## src/rtl/cmpbr_pkg.sv

```systemverilog
package cmpbr_pkg;

    localparam int FLAG_W = 5;
    localparam int COND_W = 4;

    // Field order matches the bit positions that branch conditions decode.
    typedef struct packed {
        logic ult;   // bit 4
        logic ugt;   // bit 3
        logic eq;    // bit 2
        logic slt;   // bit 1
        logic sgt;   // bit 0
    } flags_t;

    typedef enum logic [COND_W-1:0] {
        C_EQ  = 4'd0,
        C_NE  = 4'd1,
        C_SLT = 4'd2,
        C_SGT = 4'd3,
        C_ULT = 4'd4,
        C_UGT = 4'd5,
        C_SGE = 4'd6,
        C_SLE = 4'd7,
        C_UGE = 4'd8,
        C_ULE = 4'd9
    } cond_e;

    localparam logic [COND_W-1:0] COND_LAST = 4'd9;

    function automatic logic cond_legal(input logic [COND_W-1:0] sel);
        return sel <= COND_LAST;
    endfunction

    function automatic logic cond_hit(input flags_t f, input logic [COND_W-1:0] sel);
        logic hit;
        case (cond_e'(sel))
            C_EQ:    hit = f.eq;
            C_NE:    hit = !f.eq;
            C_SLT:   hit = f.slt;
            C_SGT:   hit = f.sgt;
            C_ULT:   hit = f.ult;
            C_UGT:   hit = f.ugt;
            C_SGE:   hit = f.sgt | f.eq;
            C_SLE:   hit = f.slt | f.eq;
            C_UGE:   hit = f.ugt | f.eq;
            C_ULE:   hit = f.ult | f.eq;
            default: hit = 1'b0;
        endcase
        return hit;
    endfunction

endpackage

```

## src/rtl/cmp_flag_unit.sv

```systemverilog
module cmp_flag_unit
    import cmpbr_pkg::*;
#(
    parameter int DATA_W = 32
) (
    input  logic              clk,
    input  logic              rst,
    input  logic              load,
    input  logic [DATA_W-1:0] a,
    input  logic [DATA_W-1:0] b,
    output flags_t            flags_q
);

    flags_t next_flags;

    always_comb begin
        next_flags     = '0;
        next_flags.eq  = (a == b);
        if (!next_flags.eq) begin
            next_flags.slt = $signed(a) < $signed(b);
            next_flags.sgt = $signed(a) > $signed(b);
            next_flags.ult = a < b;
            next_flags.ugt = a > b;
        end
    end

    always_ff @(posedge clk) begin
        if (rst)
            flags_q <= '0;
        else if (load)
            flags_q <= next_flags;
    end

endmodule

```

## src/rtl/branch_cond_eval.sv

```systemverilog
module branch_cond_eval
    import cmpbr_pkg::*;
(
    input  logic              en,
    input  logic [COND_W-1:0] sel,
    input  flags_t            flags,
    output logic              taken,
    output logic              illegal
);

    logic legal;

    always_comb begin
        legal   = cond_legal(sel);
        illegal = en && !legal;
        taken   = en && legal && cond_hit(flags, sel);
    end

endmodule

```

## src/rtl/branch_target_calc.sv

```systemverilog
module branch_target_calc #(
    parameter int ADDR_W = 32,
    parameter int DISP_W = 10
) (
    input  logic [ADDR_W-1:0] pc,
    input  logic [DISP_W-1:0] disp,
    input  logic              taken,
    output logic [ADDR_W-1:0] next_pc
);

    localparam int EXT_W = ADDR_W - DISP_W - 1;
    localparam logic [ADDR_W-1:0] SEQ_STEP = ADDR_W'(2);

    logic [ADDR_W-1:0] byte_off;

    always_comb begin
        byte_off = {{EXT_W{disp[DISP_W-1]}}, disp, 1'b0};
        next_pc  = pc + (taken ? byte_off : SEQ_STEP);
    end

endmodule

```

## src/rtl/cmpbr_resolver.sv

```systemverilog
module cmpbr_resolver
    import cmpbr_pkg::*;
#(
    parameter int DATA_W = 32,
    parameter int ADDR_W = 32,
    parameter int DISP_W = 10
) (
    input  logic              clk,
    input  logic              rst,
    input  logic              cmp_en_i,
    input  logic [DATA_W-1:0] opa_i,
    input  logic [DATA_W-1:0] opb_i,
    input  logic              br_en_i,
    input  logic [COND_W-1:0] br_cond_i,
    input  logic [DISP_W-1:0] br_disp_i,
    input  logic [ADDR_W-1:0] pc_i,
    output logic [FLAG_W-1:0] flags_o,
    output logic              taken_o,
    output logic              illegal_o,
    output logic [ADDR_W-1:0] next_pc_o
);

    flags_t flags_q;
    logic   taken;

    cmp_flag_unit #(.DATA_W(DATA_W)) u_cmp (
        .clk     (clk),
        .rst     (rst),
        .load    (cmp_en_i),
        .a       (opa_i),
        .b       (opb_i),
        .flags_q (flags_q)
    );

    branch_cond_eval u_cond (
        .en      (br_en_i),
        .sel     (br_cond_i),
        .flags   (flags_q),
        .taken   (taken),
        .illegal (illegal_o)
    );

    branch_target_calc #(.ADDR_W(ADDR_W), .DISP_W(DISP_W)) u_tgt (
        .pc      (pc_i),
        .disp    (br_disp_i),
        .taken   (taken),
        .next_pc (next_pc_o)
    );

    assign flags_o = flags_q;
    assign taken_o = taken;

endmodule

```

## config.mk

```make
export PLATFORM = sky130hd
export DESIGN_NAME = cmpbr_resolver
export DESIGN_NICKNAME = d
export VERILOG_FILES = /design/src/rtl/cmpbr_pkg.sv /design/src/rtl/cmp_flag_unit.sv /design/src/rtl/branch_cond_eval.sv /design/src/rtl/branch_target_calc.sv /design/src/rtl/cmpbr_resolver.sv
export SDC_FILE = /design/constraint.sdc
export NUM_CORES = 1
export LEC_CHECK = 0
export ABC_AREA = 1
export CORE_ASPECT_RATIO = 0.9
export CORE_UTILIZATION = 42
export CTS_BUF_LIST = sky130_fd_sc_hd__clkbuf_16
export DETAILED_ROUTE_END_ITERATION = 8
export PLACE_DENSITY = 0.87
export SLEW_MARGIN = 10
export SYNTH_ARGS = -nofsm -noshare
export SYNTH_HDL_FRONTEND = slang
export SYNTH_SLANG_ARGS = --single-unit
```

## constraint.sdc

```tcl
create_clock -name clk -period 4 [get_ports clk]
set_clock_uncertainty 0.05 [all_clocks]
set_input_delay 0.8 -clock clk [delete_from_list [all_inputs] [get_ports clk]]
set_output_delay 0.8 -clock clk [all_outputs]
set_load 0.03 [all_outputs]
```

==> metrics, run 1 <==
detailed placement HPWL=about 9.5 mm; top-area cell type share of the netlist area=0.2608; register bit total from synthesis=5; IO Pins=153; Worst EP kind=output port; Syn Inst Count=505; port bufs=150; Error=[ERROR DPL-0038] Utilization greater than 100%, impossible to legalize; GPL Wtd Cong=0.8886; status=stopped before the end; DP Area=approximately 5200 sq um; initial core utilization=0.4422; CTS H-Tree Depth=1; Clock Path Buffers=2; register area share after synthesis=0.03366; Post-Syn Nets=682; biggest area consumer among synthesized cells=ha_1; largest net degree at the start of global routing=8; Ys Warns=0; synthesized area per cell=approximately 5.9 sq um; CTS buffer count=3; FP Rows=28; Cell Area, Synth=2974 sq um; worst_ep grt=next_pc_o[25]; # clock sinks=5; Die W=90.70 um; Synth area leaders=ha_1 (26%), nand2_1 (15%), inv_1 (12%), a21oi_1 (10%), nor2_1 (5.4%); stopping stage=global routing; Post-Place Cells=821; Synth cell types=38; clk root buf=clkbuf_16; Place WS=-0.8023 ns; Die Y=between 80 and 90 um
cell families after synthesis:
| kind of cell | after synthesis | share of synthesized area |
|---|---|---|
| and+or+nand+nor | 206 | 0.2865 |
| AOI/OAI and AO/OA | 112 | 0.2204 |
| buffers and inverters | 95 | 0.1212 |
| adders and majority gates | 63 | 0.2676 |
| xor gates and xnor gates | 24 | 0.07068 |
| DFF | 5 | 0.03366 |
through the flow:
| stage | hold slack [ns] | setup TNS (ns) |
|---|---|---|
| after CTS | 0.4631 | -2.987 |
| after detailed placement | 0.4536 | -17.24 |
| after global placement | 0.4514 | -13.84 |
| after floorplan | 0.5555 | -0.2866 |
Yosys cell counts:
library cell	instances
a211oi_1	1
inv_1	94
a21boi_0	2
o221ai_1	1
o21a_1	2
nand4_1	6
xor2_1	15
a21boi_2	1
nand3_1	20
o21bai_1	5
o21ai_0	19
nor3_1	7
a21oi_1	60
a31oi_1	1
nand3b_1	1
o2111ai_1	1
o22ai_1	1
nand4_2	1
nor2_2	1
nor4_1	1
o21ai_2	4
nand2_2	2
nor2_1	43
o31ai_1	1
xnor2_1	9
a21o_1	5
o21ai_1	1
nand2_1	121
ha_1	62
or2_1	1
a21boi_1	1
o211ai_1	1
and2_1	1
and3_1	1
fa_1	1
buf_4	1
dfxtp_1	5
a21oi_2	5
what timing repair did:
action,in CTS
endpoints found under the setup margin,30
hold buffers,0
gates resized for setup,163
setup buffers,18
gates cloned,3
pin swaps,47
==> run 2, diff against run 1 <==
--- a/config.mk
+++ b/config.mk
@@ -6,11 +6,9 @@
 export NUM_CORES = 1
 export LEC_CHECK = 0
 export ABC_AREA = 1
-export CORE_ASPECT_RATIO = 0.9
-export CORE_UTILIZATION = 42
-export CTS_BUF_LIST = sky130_fd_sc_hd__clkbuf_16
+export CORE_UTILIZATION = 30
 export DETAILED_ROUTE_END_ITERATION = 8
-export PLACE_DENSITY = 0.87
+export PLACE_DENSITY_LB_ADDON = 0.15
 export SLEW_MARGIN = 10
 export SYNTH_ARGS = -nofsm -noshare
 export SYNTH_HDL_FRONTEND = slang
==> metrics, run 2 <==
status=complete, but fails checks; failing checks=setup timing; Max transition margin=0.7117; largest reg by FF count=u_cmp.flags_q; Synth Area in Compound Gates=0.2204; most common cell in the netlist=nand2_1; hold slack=0.4810 ns; final setup vio count=18; CP top delay family=buffers and inverters; reg-to-reg slack, setup=3.13 ns; commonest cells after routing, fill and taps aside=buf_4 (116), clkdlybuf4s50_1 (115), nand2_1 (98); mux contribution to synthesized area=0; Core Box Area=around 9400 sq um; die area=10320 sq um; wire length of the first global-routing pass=16.70 mm; Lkg Pwr=3.108 nW; registers with the most flip-flops=u_cmp.flags_q x5; IO Pins=153; Cell Area, Synth=2974 sq um; WL met2=5.632 mm; synthesized area per cell=5.889 sq um; f_max=0.2406 GHz; worst-skew pair later-pin latency=0.22 ns; CTS buffer count=3; Setup WS post-layout=-0.1562 ns; Post-Syn Nets=roughly 680; Die W=101.6 um; DRT iter0 DRCs=43; initial antenna violation count=0; port bufs=150; CP required=3.15 ns; Reg2Reg Launch Point=u_cmp.flags_q[2]; Crit path depth=15; Avg WL per Cell=between 10 and 15 um; Area Growth Syn to Fin=110.1%; Util after Layout=0.6638; FP Rows=35; Largest register FFs=5; Synth top cells by count=nand2_1 (121), inv_1 (94), ha_1 (62); hold buffers post-CTS=0; top-area cell type share of the netlist area=0.2608; crit path cell chain=clkdlybuf4s50_1, inv_2, nor2_4, nand2_2, buf_4, nor2_1, ha_1, a21oi_2, o21ai_4, a21oi_2, buf_4, nor3_2, nor2_1, xnor2_1, buf_4; Max Used Layer=met4; Tmin final=4.156 ns; register area share after synthesis=0.03366; setup repair after global routing missed its margin=true; Slew Viols, Final=0; Post-synth EDFFs=0; Die Y=101.6 um; CTS H-Tree Depth=1; worst hold path type=register to register; drt via density=approximately 4.6; initial core utilization=0.3159; Bufs and invs on worst path=5; Worst Reg-to-Reg Cells=2; Clock Path Buffers=2; critical path endpoint=next_pc_o[11]; max-cap viol count=0; gr usage total=0.1963; total wire length=10.75 mm; Final Hold Viols=0; crit path launch=br_en_i; most common cell after layout, fill and taps aside=buf_4; P per Cell Area=142.7 nW/um^2; CP Capture Type=output pin; Crit Reg-Reg Endpoint=u_cmp.flags_q[2]; Async SR Flop Fraction=0; final worst-path cycle share=1.039; register bit total from synthesis=5; worst slew pin tran=0.4305 ns; CP max-delay cell=clkdlybuf4s50_1; clk slew on worst S/H paths=0.03 ns; CTS tree=done; share of cells above drive strength 1=0.3586; Inserted Diodes=0; Ys Warns=0; Syn Inst Count=505; WL met3=595 um; post-synthesis simple-gate area fraction=0.2865; # clock sinks=5; largest net degree at the start of global routing=22; Synth cell types=38; Vias=around 4200; number of global-route vias before repair=4086; most frequent CP cell=buf_4; Routed Antenna Nets=0; biggest area consumer among synthesized cells=ha_1; Post-Synth XOR/XNOR Area=0.07068; Synth area leaders=ha_1 (26%), nand2_1 (15%), inv_1 (12%), a21oi_1 (10%), nor2_1 (5.4%); Peak VDD IR=0.1345 mV; worst-path fanout max=7; Post-Synth Adder-Cell Area=0.2676; Worst Setup Start Kind=primary input; GR Overflow Total=0; Final nets=942; Synth Flop Type=dfxtp_1; crit path kind=primary input to output pin; Filler cells=828; largest family of logic cells by synthesized area=simple AND/OR/NAND/NOR gates; clk root buf=clkbuf_8; DRC violations left=0; 1st-pass router iterations=4; detailed placement HPWL=8.730 mm; CP peak stage delay=roughly 0.48 ns; GPL Wtd Cong=0.8330; DRT met1 WL=4.429 mm; CP Data Arrival Time=around 3.3 ns
run 2: final cells by class:
class / instances / area (sq um) / area share
multi-input cells: 405 / 3174 / 0.5079
repair buffers: 256 / 2405 / 0.3848
inverters: 94 / 364.1 / 0.05826
well taps: 129 / 161.4 / 0.02583
flip-flops and latches: 5 / 100.1 / 0.01602
clock buffers: 4 / 45.04 / 0.007207
run 2: power by group:
group	switching (mW)	internal, mW	leakage (nW)
logic	0.355	0.383	3.04
registers	0.00560	0.0541	0.0413
clock network	0.0253	0.0684	0.0228
run 2: metrics by stage:
step | power, mW | cell area, sq um | TNS [ns] | cells | setup WS [ns]
2_1_floorplan | 0.3723 | 3075 | -0.2866 | 505 | -0.05966
3_3_place_gp | 0.6953 | 5366 | -14.11 | 863 | -0.7251
3_5_place_dp | 0.7030 | 5366 | -16.92 | 863 | -0.8739
4_1_cts | 0.8403 | 5773 | -1.488 | 881 | -0.2180
5_1_grt | 0.9616 | 6250 | -5.419 | 893 | -0.3456
6_report | 0.8917 | 6250 | -1.724 | 893 | -0.1562
run 2: timing repair:
action | 4_1_cts | 5_1_grt
setup endpoints to repair | 28 | 24
setup buffers | 14 | 9
gates resized for setup | 85 | 81
cloned | 0 | 3
pin swaps | 21 | 31
run 2: kinds of logic after synthesis:
| family | count (synthesis) |
|---|---|
| compound gates | 112 |
| xor+xnor | 24 |
| fa+ha+maj | 63 |
| buf+inv | 95 |
| flops | 5 |
| simple gates | 206 |
run 2: worst register-to-register path, stage by stage (launching register included):
cell and delay (ns):
dfxtp_1 0.40, inv_1 0.10, a211oi_1 0.24
run 2: worst min-delay path by stage:
stage               cells after the start             start                to  slack [ns]
floorplan                               2  u_cmp.flags_q[0]  u_cmp.flags_q[0]        0.56
global placement                        2  u_cmp.flags_q[0]  u_cmp.flags_q[0]        0.45
detailed placement                      2  u_cmp.flags_q[0]  u_cmp.flags_q[0]        0.46
CTS                                     2  u_cmp.flags_q[1]  u_cmp.flags_q[1]        0.48
global route                            2  u_cmp.flags_q[0]  u_cmp.flags_q[0]        0.49
finish                                  2  u_cmp.flags_q[0]  u_cmp.flags_q[0]        0.48
run 2: routing by layer:
layer	vias up	track usage
li1	2173	-
met1	1871	0.2239
met2	97	0.3784
met3	10	0.04141
met4	0	0.02676
met5	-	0
Power figures use the tool's default switching activity.
